===== src/rtl/regguard_pkg.sv =====
package regguard_pkg;

    localparam int unsigned DATA_W = 32;
    localparam logic [DATA_W-1:0] KEY_FIRST  = 32'hC0DE_FA73;
    localparam logic [DATA_W-1:0] KEY_SECOND = 32'hC0DE_1248;

    // Offsets whose position is fixed by neighbouring logic
    localparam logic [31:0] OFF_KEY_A = 32'h00;
    localparam logic [31:0] OFF_KEY_B = 32'h7C;

    typedef enum logic [1:0] {
        KIND_RW  = 2'd0,
        KIND_RO  = 2'd1,
        KIND_WO  = 2'd2,
        KIND_BAD = 2'd3
    } acc_kind_e;

    typedef struct packed {
        acc_kind_e kind;
        logic      key_a;
        logic      key_b;
    } dec_t;

    function automatic dec_t classify(input logic [31:0] off);
        dec_t d;
        d.kind  = KIND_BAD;
        d.key_a = 1'b0;
        d.key_b = 1'b0;
        case (off)
            OFF_KEY_A: begin
                d.kind  = KIND_RW;
                d.key_a = 1'b1;
            end
            OFF_KEY_B: begin
                d.kind  = KIND_WO;
                d.key_b = 1'b1;
            end
            32'h04:
                d.kind = KIND_RO;
            32'h08, 32'h0C, 32'h10, 32'h14, 32'h1C, 32'h20,
            32'h28, 32'h2C, 32'h40, 32'h4C, 32'h58:
                d.kind = KIND_RW;
            32'h44, 32'h48, 32'h68, 32'h6C, 32'h70, 32'h74:
                d.kind = KIND_WO;
            default:
                d.kind = KIND_BAD;
        endcase
        return d;
    endfunction

endpackage


===== src/rtl/regguard_decode.sv =====
module regguard_decode
    import regguard_pkg::*;
#(
    parameter int unsigned ADDR_W = 12
) (
    input  logic [ADDR_W-1:0] addr,
    output dec_t              dec
);
    localparam int unsigned PAD_W = 32 - ADDR_W;

    logic [31:0] wide_off;

    generate
        if (PAD_W > 0) begin : g_pad
            assign wide_off = {{PAD_W{1'b0}}, addr};
        end else begin : g_nopad
            assign wide_off = addr[31:0];
        end
    endgenerate

    // Misaligned offsets match no case item and fall into KIND_BAD
    always_comb dec = classify(wide_off);
endmodule


===== src/rtl/regguard_lock.sv =====
module regguard_lock
    import regguard_pkg::*;
(
    input  logic              clk,
    input  logic              rst,
    input  logic              wr_en,
    input  logic              hit_a,
    input  logic              hit_b,
    input  logic [DATA_W-1:0] wdata,
    output logic              locked
);
    logic              lock_q;
    logic [DATA_W-1:0] key_b_q;
    logic              key_ok;

    assign key_ok = (key_b_q == KEY_SECOND) && (wdata == KEY_FIRST);
    assign locked = lock_q;

    always_ff @(posedge clk) begin
        if (rst) begin
            lock_q  <= 1'b0;
            key_b_q <= '0;
        end else if (wr_en) begin
            if (!lock_q) begin
                if (hit_a || hit_b) begin
                    lock_q  <= 1'b1;
                    key_b_q <= '0;
                end
            end else if (hit_b) begin
                key_b_q <= wdata;
            end else if (hit_a && key_ok) begin
                lock_q  <= 1'b0;
                key_b_q <= '0;
            end
        end
    end
endmodule


===== src/rtl/regguard_top.sv =====
module regguard_top
    import regguard_pkg::*;
#(
    parameter int unsigned ADDR_W = 12
) (
    input  logic              clk,
    input  logic              rst,
    input  logic              req_valid,
    output logic              req_ready,
    input  logic              req_write,
    input  logic [ADDR_W-1:0] req_addr,
    input  logic [31:0]       req_wdata,
    output logic              rsp_valid,
    output logic [31:0]       rsp_rdata,
    output logic              rsp_err,
    input  logic [31:0]       cfg_rd_data,
    output logic              cfg_wr_valid,
    output logic [ADDR_W-1:0] cfg_wr_off,
    output logic [31:0]       cfg_wr_data
);
    dec_t        dec;
    logic        lock_q;
    logic        wr_acc;
    logic        rd_acc;
    logic        key_hit;
    logic        pass_wr;
    logic        err_nxt;
    logic [31:0] rdata_nxt;

    regguard_decode #(.ADDR_W(ADDR_W)) dec_i (
        .addr (req_addr),
        .dec  (dec)
    );

    regguard_lock lock_i (
        .clk    (clk),
        .rst    (rst),
        .wr_en  (wr_acc),
        .hit_a  (dec.key_a),
        .hit_b  (dec.key_b),
        .wdata  (req_wdata),
        .locked (lock_q)
    );

    assign req_ready = 1'b1;
    assign wr_acc    = req_valid && req_write;
    assign rd_acc    = req_valid && !req_write;
    assign key_hit   = dec.key_a || dec.key_b;

    always_comb begin
        pass_wr = wr_acc && !lock_q && !key_hit &&
                  (dec.kind == KIND_RW || dec.kind == KIND_WO);
        err_nxt = (req_valid && dec.kind == KIND_BAD) ||
                  (wr_acc && dec.kind == KIND_RO) ||
                  (wr_acc && lock_q && !key_hit);
        rdata_nxt = '0;
        if (rd_acc && (dec.kind == KIND_RW || dec.kind == KIND_RO)) begin
            rdata_nxt = dec.key_a ? {31'b0, lock_q} : cfg_rd_data;
        end
    end

    always_ff @(posedge clk) begin
        if (rst) begin
            rsp_valid    <= 1'b0;
            rsp_rdata    <= '0;
            rsp_err      <= 1'b0;
            cfg_wr_valid <= 1'b0;
            cfg_wr_off   <= '0;
            cfg_wr_data  <= '0;
        end else begin
            rsp_valid    <= req_valid;
            rsp_rdata    <= rdata_nxt;
            rsp_err      <= err_nxt;
            cfg_wr_valid <= pass_wr;
            if (pass_wr) begin
                cfg_wr_off  <= req_addr;
                cfg_wr_data <= req_wdata;
            end
        end
    end
endmodule


===== config.mk =====
export PLATFORM = sky130hd
export DESIGN_NAME = regguard_top
export DESIGN_NICKNAME = d
export VERILOG_FILES = /design/src/rtl/regguard_pkg.sv /design/src/rtl/regguard_decode.sv /design/src/rtl/regguard_lock.sv /design/src/rtl/regguard_top.sv
export SDC_FILE = /design/constraint.sdc
export NUM_CORES = 1
export LEC_CHECK = 0
export BUFFER_PORTS_ARGS = -buffer_cell sky130_fd_sc_hd__buf_2
export CELL_PAD_IN_SITES_DETAIL_PLACEMENT = 2
export CELL_PAD_IN_SITES_GLOBAL_PLACEMENT = 2
export CORE_MARGIN = 3
export CORE_UTILIZATION = 32
export DETAILED_ROUTE_END_ITERATION = 8
export GPL_TIMING_DRIVEN = 0
export PLACE_DENSITY_LB_ADDON = 0.1
export SYNTH_ARGS = -nofsm -noshare
export SYNTH_HDL_FRONTEND = slang
export SYNTH_HIERARCHICAL = 1
export SYNTH_SLANG_ARGS = --single-unit

===== constraint.sdc =====
create_clock -name clk -period 6.2 [get_ports clk]
set_clock_uncertainty 0.05 [all_clocks]
set_input_delay 1.86 -clock clk [delete_from_list [all_inputs] [get_ports clk]]
set_output_delay 1.86 -clock clk [all_outputs]
set_load 0.05 [all_outputs]

# Word-level counts from Yosys, hierarchy flattened
# Index checks and enable logic that the tools add are counted.
[op_classes]
n_eq_ne = 25
mux = 12
bitwise_logic = 1
reduce_logical = 28
[ops]
columns = ["op", "count"]
rows = [
  ["$mux W32", 4],
  ["$eq A12 B7 Y1 const B", 10],
  ["$eq A32 B32 Y1 const B", 2],
  ["$eq A12 B5 Y1 const B", 3],
  ["$eq A12 B6 Y1 const B", 3],
  ["$logic_not A32 Y1", 1],
  ["$eq A12 B4 Y1 const B", 2],
  ["$eq A12 B3 Y1 const B", 1],
  ["$logic_and A1 B1 Y1", 12],
  ["$reduce_or A12 Y1", 1],
  ["$mux W1", 7],
  ["$reduce_or A7 Y1", 1],
  ["$pmux W2 S3", 1],
  ["$logic_or A1 B1 Y1", 5],
  ["$eq A2 B2 Y1 const B", 2],
  ["$logic_not A1 Y1", 3],
  ["$ne A3 B2 Y1 const B", 1],
  ["$reduce_and A3 Y1", 1],
  ["$reduce_or A3 Y1", 1],
  ["$eq A2 B1 Y1 const B", 1],
  ["$logic_not A2 Y1", 1],
  ["$reduce_bool A2 Y1", 1],
  ["$reduce_or A2 Y1", 1],
  ["$not A1 Y1", 1],
]
[totals]
reg_bits = 112
in_bits = 80
out_inout_bits = 80
elab_cells = 75

# Longest topological paths before layout
[logic_depth]
ltp_word = 8
ltp_mapped = 8
mapped_depth_nobuf = 7

# Cells and area by module
# Netlist, hierarchy kept.
[by_module_without_submodules]
columns = ["mod", "n_inst", "cells_each", "area_per_inst_um2", "seq_area_each_um2"]
rows = [
  ["regguard_top", 1, 275, 3005.4, 1581.5],
  ["regguard_lock", 1, 171, 1531.5, 660.6],
  ["regguard_decode", 1, 25, 168.9, 0.0],
]

# Worst setup path before layout
# OpenSTA, ideal clock, no wires.
[synth_timing]
path_kind = "input to register"
startpoint = "input req_addr[9]"
endpoint = "register lock_i.key_b_q[12]"
setup_ns = 0.067
t_arrival_ns = 3.646
required_time_ns = 6.083
slack_ns = 2.437
path_stages = 7
n_path_buf = 1
path_cell_list = "or4_4 -> nor4_4 -> and3_1 -> nor3b_1 -> clkbuf_1 -> a32oi_1 -> o21ai_2"
[synth_rtl]
columns = ["item", "line_no", "text"]
rows = [
  ["start: declaration", "regguard_top.sv:11", "input logic [ADDR_W-1:0] req_addr,"],
  ["end signal: assignment", "regguard_lock.sv:30", "key_b_q <= wdata;"],
  ["end: declaration", "regguard_lock.sv:13", "logic [DATA_W-1:0] key_b_q;"],
]

==> metrics <==
run status=finished, final reports clean; slowest stage delay, CP=560 ps; post-synth cell types=39; Crit path arrival time=4390 ps; Post-Syn Instances=471; Crit Path Max Fanout=10; # rows=43; Syn. warnings=6; clk buf depth=2; Reg power frac=50.5%; Post-CTS Hold Fix Bufs=0; ANT cells=0; switching power total=0.000345 W; sequential share of the synthesized area=47.6%; Initial Utilization=33.3%; post-synthesis async set-or-reset flop share=0%; Fin Hold WS=418 ps; maxcap violations=0; hpwl dp=11.7 mm; DR vias/cell=5.02; final hold vios=0; # IOs=160; vias in the first global route=4549; Synth top area share=47.6%; top cell type by total area after synthesis=dfxtp_1; RSZ-0062 raised after global routing=no; non-filler instance count after layout=825; Die Ht=127 um; total placed instance area=5720 um2; htree depth=3; design area=6040 um2; Clock Latency Late Sink=350 ps; maximum VDD drop=0.112 mV; input/output buffers=158; Die Wd=127 um; Final ANT Viol Nets=0; Post-synth EDFFs=0; minimum clock period=4150 ps; largest family of logic cells by synthesized area=simple AND/OR/NAND/NOR gates; area grow syn2layout=28.3%; GRT Util Overall=18.9%; crit path max-delay cell type=or4_4; Synth Cell Area=4710 um2; Synth Register Bits=112; pin count of the biggest net entering global routing=21; RD Place Congestion=0.740; Cells after DPL=809; aggregate negative setup slack=0 ps; core area=14100 um2; Pint=0.00108 W; DR DRC count=0; max-slew violations=0; type of origin of the critical path=input pin; Simple-Gate Fraction of Synth Area=28.6%; Synth Area in Compound Gates=9.44%; PostCTS Resize Cnt=0; prevailing post-synth register cell=dfxtp_1; clk sink count=112; drt initial violations=176; first-pass GRT wire length=24.2 mm; post-CTS setup buffers=0; worst-path cell chain=buf_2 > or4_4 > nor4_4 > and3_1 > nor3b_1 > clkbuf_1 > a32oi_1 > o21ai_2; Final period util=66.9%; Logic pwr share=6.2%; switching fraction of total power=24.2%; leakage=2.60 nW; Synth Area per Inst=9.99 um2; Vias=4144; post-synthesis adder-cell area fraction=0%; Pwr Density=236 nW/um2; # nets final=720; Clock transition at path regs=80 ps; Slew HR=58.4%; Mapped Nets=551; Data required, critical path=6440 ps; DR WL/cell=18.5 um; Finish-stage setup viols=0; initial antenna violation count=0; Die Area=16200 um2; Root Buffer=clkbuf_16; GRT overflow=0; HP Class=reg -> reg; kind of critical path=in -> reg; count leader, synth=dfxtp_1; post-synthesis xor/xnor area fraction=0%; crit path capture type=flop; maximum clock frequency=241 MHz; total CTS buffers=9; top cells by area, synth=dfxtp_1 (48%), nand2b_1 (12%), mux2i_1 (9.6%), a32oi_1 (6.0%), nand2_1 (4.4%); multiplexer area fraction after synthesis=9.81%; TritonRoute pass-1 iters=4; WL final=15.2 mm; CTS tree=built; clock power share=43.4%; Commonest cells post-synth=dfxtp_1 (112), nand2b_1 (88), nand2_1 (55); Worst Max-Slew Pin Slew=619 ps; layout cells sized above 1=31.3%
==> stage by stage <==
step	setup slack, ps	power (W)	util [%]
2_1_floorplan	2440	0.000774	-
3_3_place_gp	1820	0.000822	40.4
3_5_place_dp	1670	0.000826	40.4
4_1_cts	2050	0.00145	42.7
5_1_grt	1860	0.00149	42.7
6_report	2050	0.00143	42.7
==> critical path, delay by kind of cell <==
family	cells	cell delay, ps
simple gates	4	1630
buf+inv	2	650
compound gates	2	260
==> power by group through the flow <==
stage               Clock (W)  Sequential (W)  Combinational [W]
finish               0.000619        0.000720          0.0000880
floorplan                   0        0.000740          0.0000338
global placement            0        0.000737          0.0000855
CTS                  0.000641        0.000720          0.0000895
detailed placement          0        0.000737          0.0000888
global route         0.000670        0.000720          0.0000973
==> routing by layer <==
metal / global-route usage (%) / vias up / routed length (um)
met2: 34.2 / 117 / 7820
met3: 3.64 / 19 / 711
met1: 22.6 / 2038 / 6460
met4: 5.93 / 0 / 236
li1: - / 1970 / -
met5: 0 / - / 0
==> registers in the layout, indices dropped and copies added (netlist names) <==
| name | count |
|---|---|
| cfg_wr_data | 32 |
| lock_i/key_b_q | 32 |
| rsp_rdata | 32 |
| cfg_wr_off | 12 |
| cfg_wr_valid | 1 |
| lock_i/locked | 1 |
| rsp_err | 1 |
| rsp_valid | 1 |
==> cell type report <==
cell class | count | area [um2]
tap | 180 | 225
buffer | 32 | 195
sequential | 112 | 2240
fill | 1552 | 8110
clock buffer | 9 | 225
clock inverter | 7 | 88.8
inverter | 3 | 11.3
timing repair buffer | 158 | 791
multi-input combinational | 324 | 2260
==> path summary, 6_finish.rpt <==
check,from,endpoint,slack (ps),depth (start not counted)
setup / recovery,req_addr[9],lock_i/key_b_q[12],2050,8
hold / removal,lock_i/key_b_q[0],lock_i/key_b_q[0],420,2
setup reg to reg,lock_i/locked,lock_i/key_b_q[12],4230,5
hold reg to reg,lock_i/key_b_q[0],lock_i/key_b_q[0],420,2
==> cell families after synthesis <==
| group | count (synthesis) |
|---|---|
| other | 1 |
| DFF | 112 |
| buffers and inverters | 35 |
| AOI/OAI and AO/OA | 54 |
| muxes | 46 |
| and+or+nand+nor | 223 |
==> layout by cell type (no fill, tap or decap), drive strengths merged, types with 2 or more instances in the layout <==
cell type,synthesis,layout
clkbuf,21,30
nand4b,3,3
nand2b,88,88
nor4b,3,3
a32oi,32,32
nor2b,8,8
and3,2,2
nor3,4,4
and2,32,32
or4,2,2
nand4bb,2,2
dfxtp,112,112
mux2i,45,45
buf,11,169
o21ai,16,16
clkinv,0,3
nand4,3,3
inv,3,6
nor4bb,5,5
nor2,5,5
nor3b,2,2
nor4,5,5
nand2,55,55
Power figures use the tool's default switching activity.
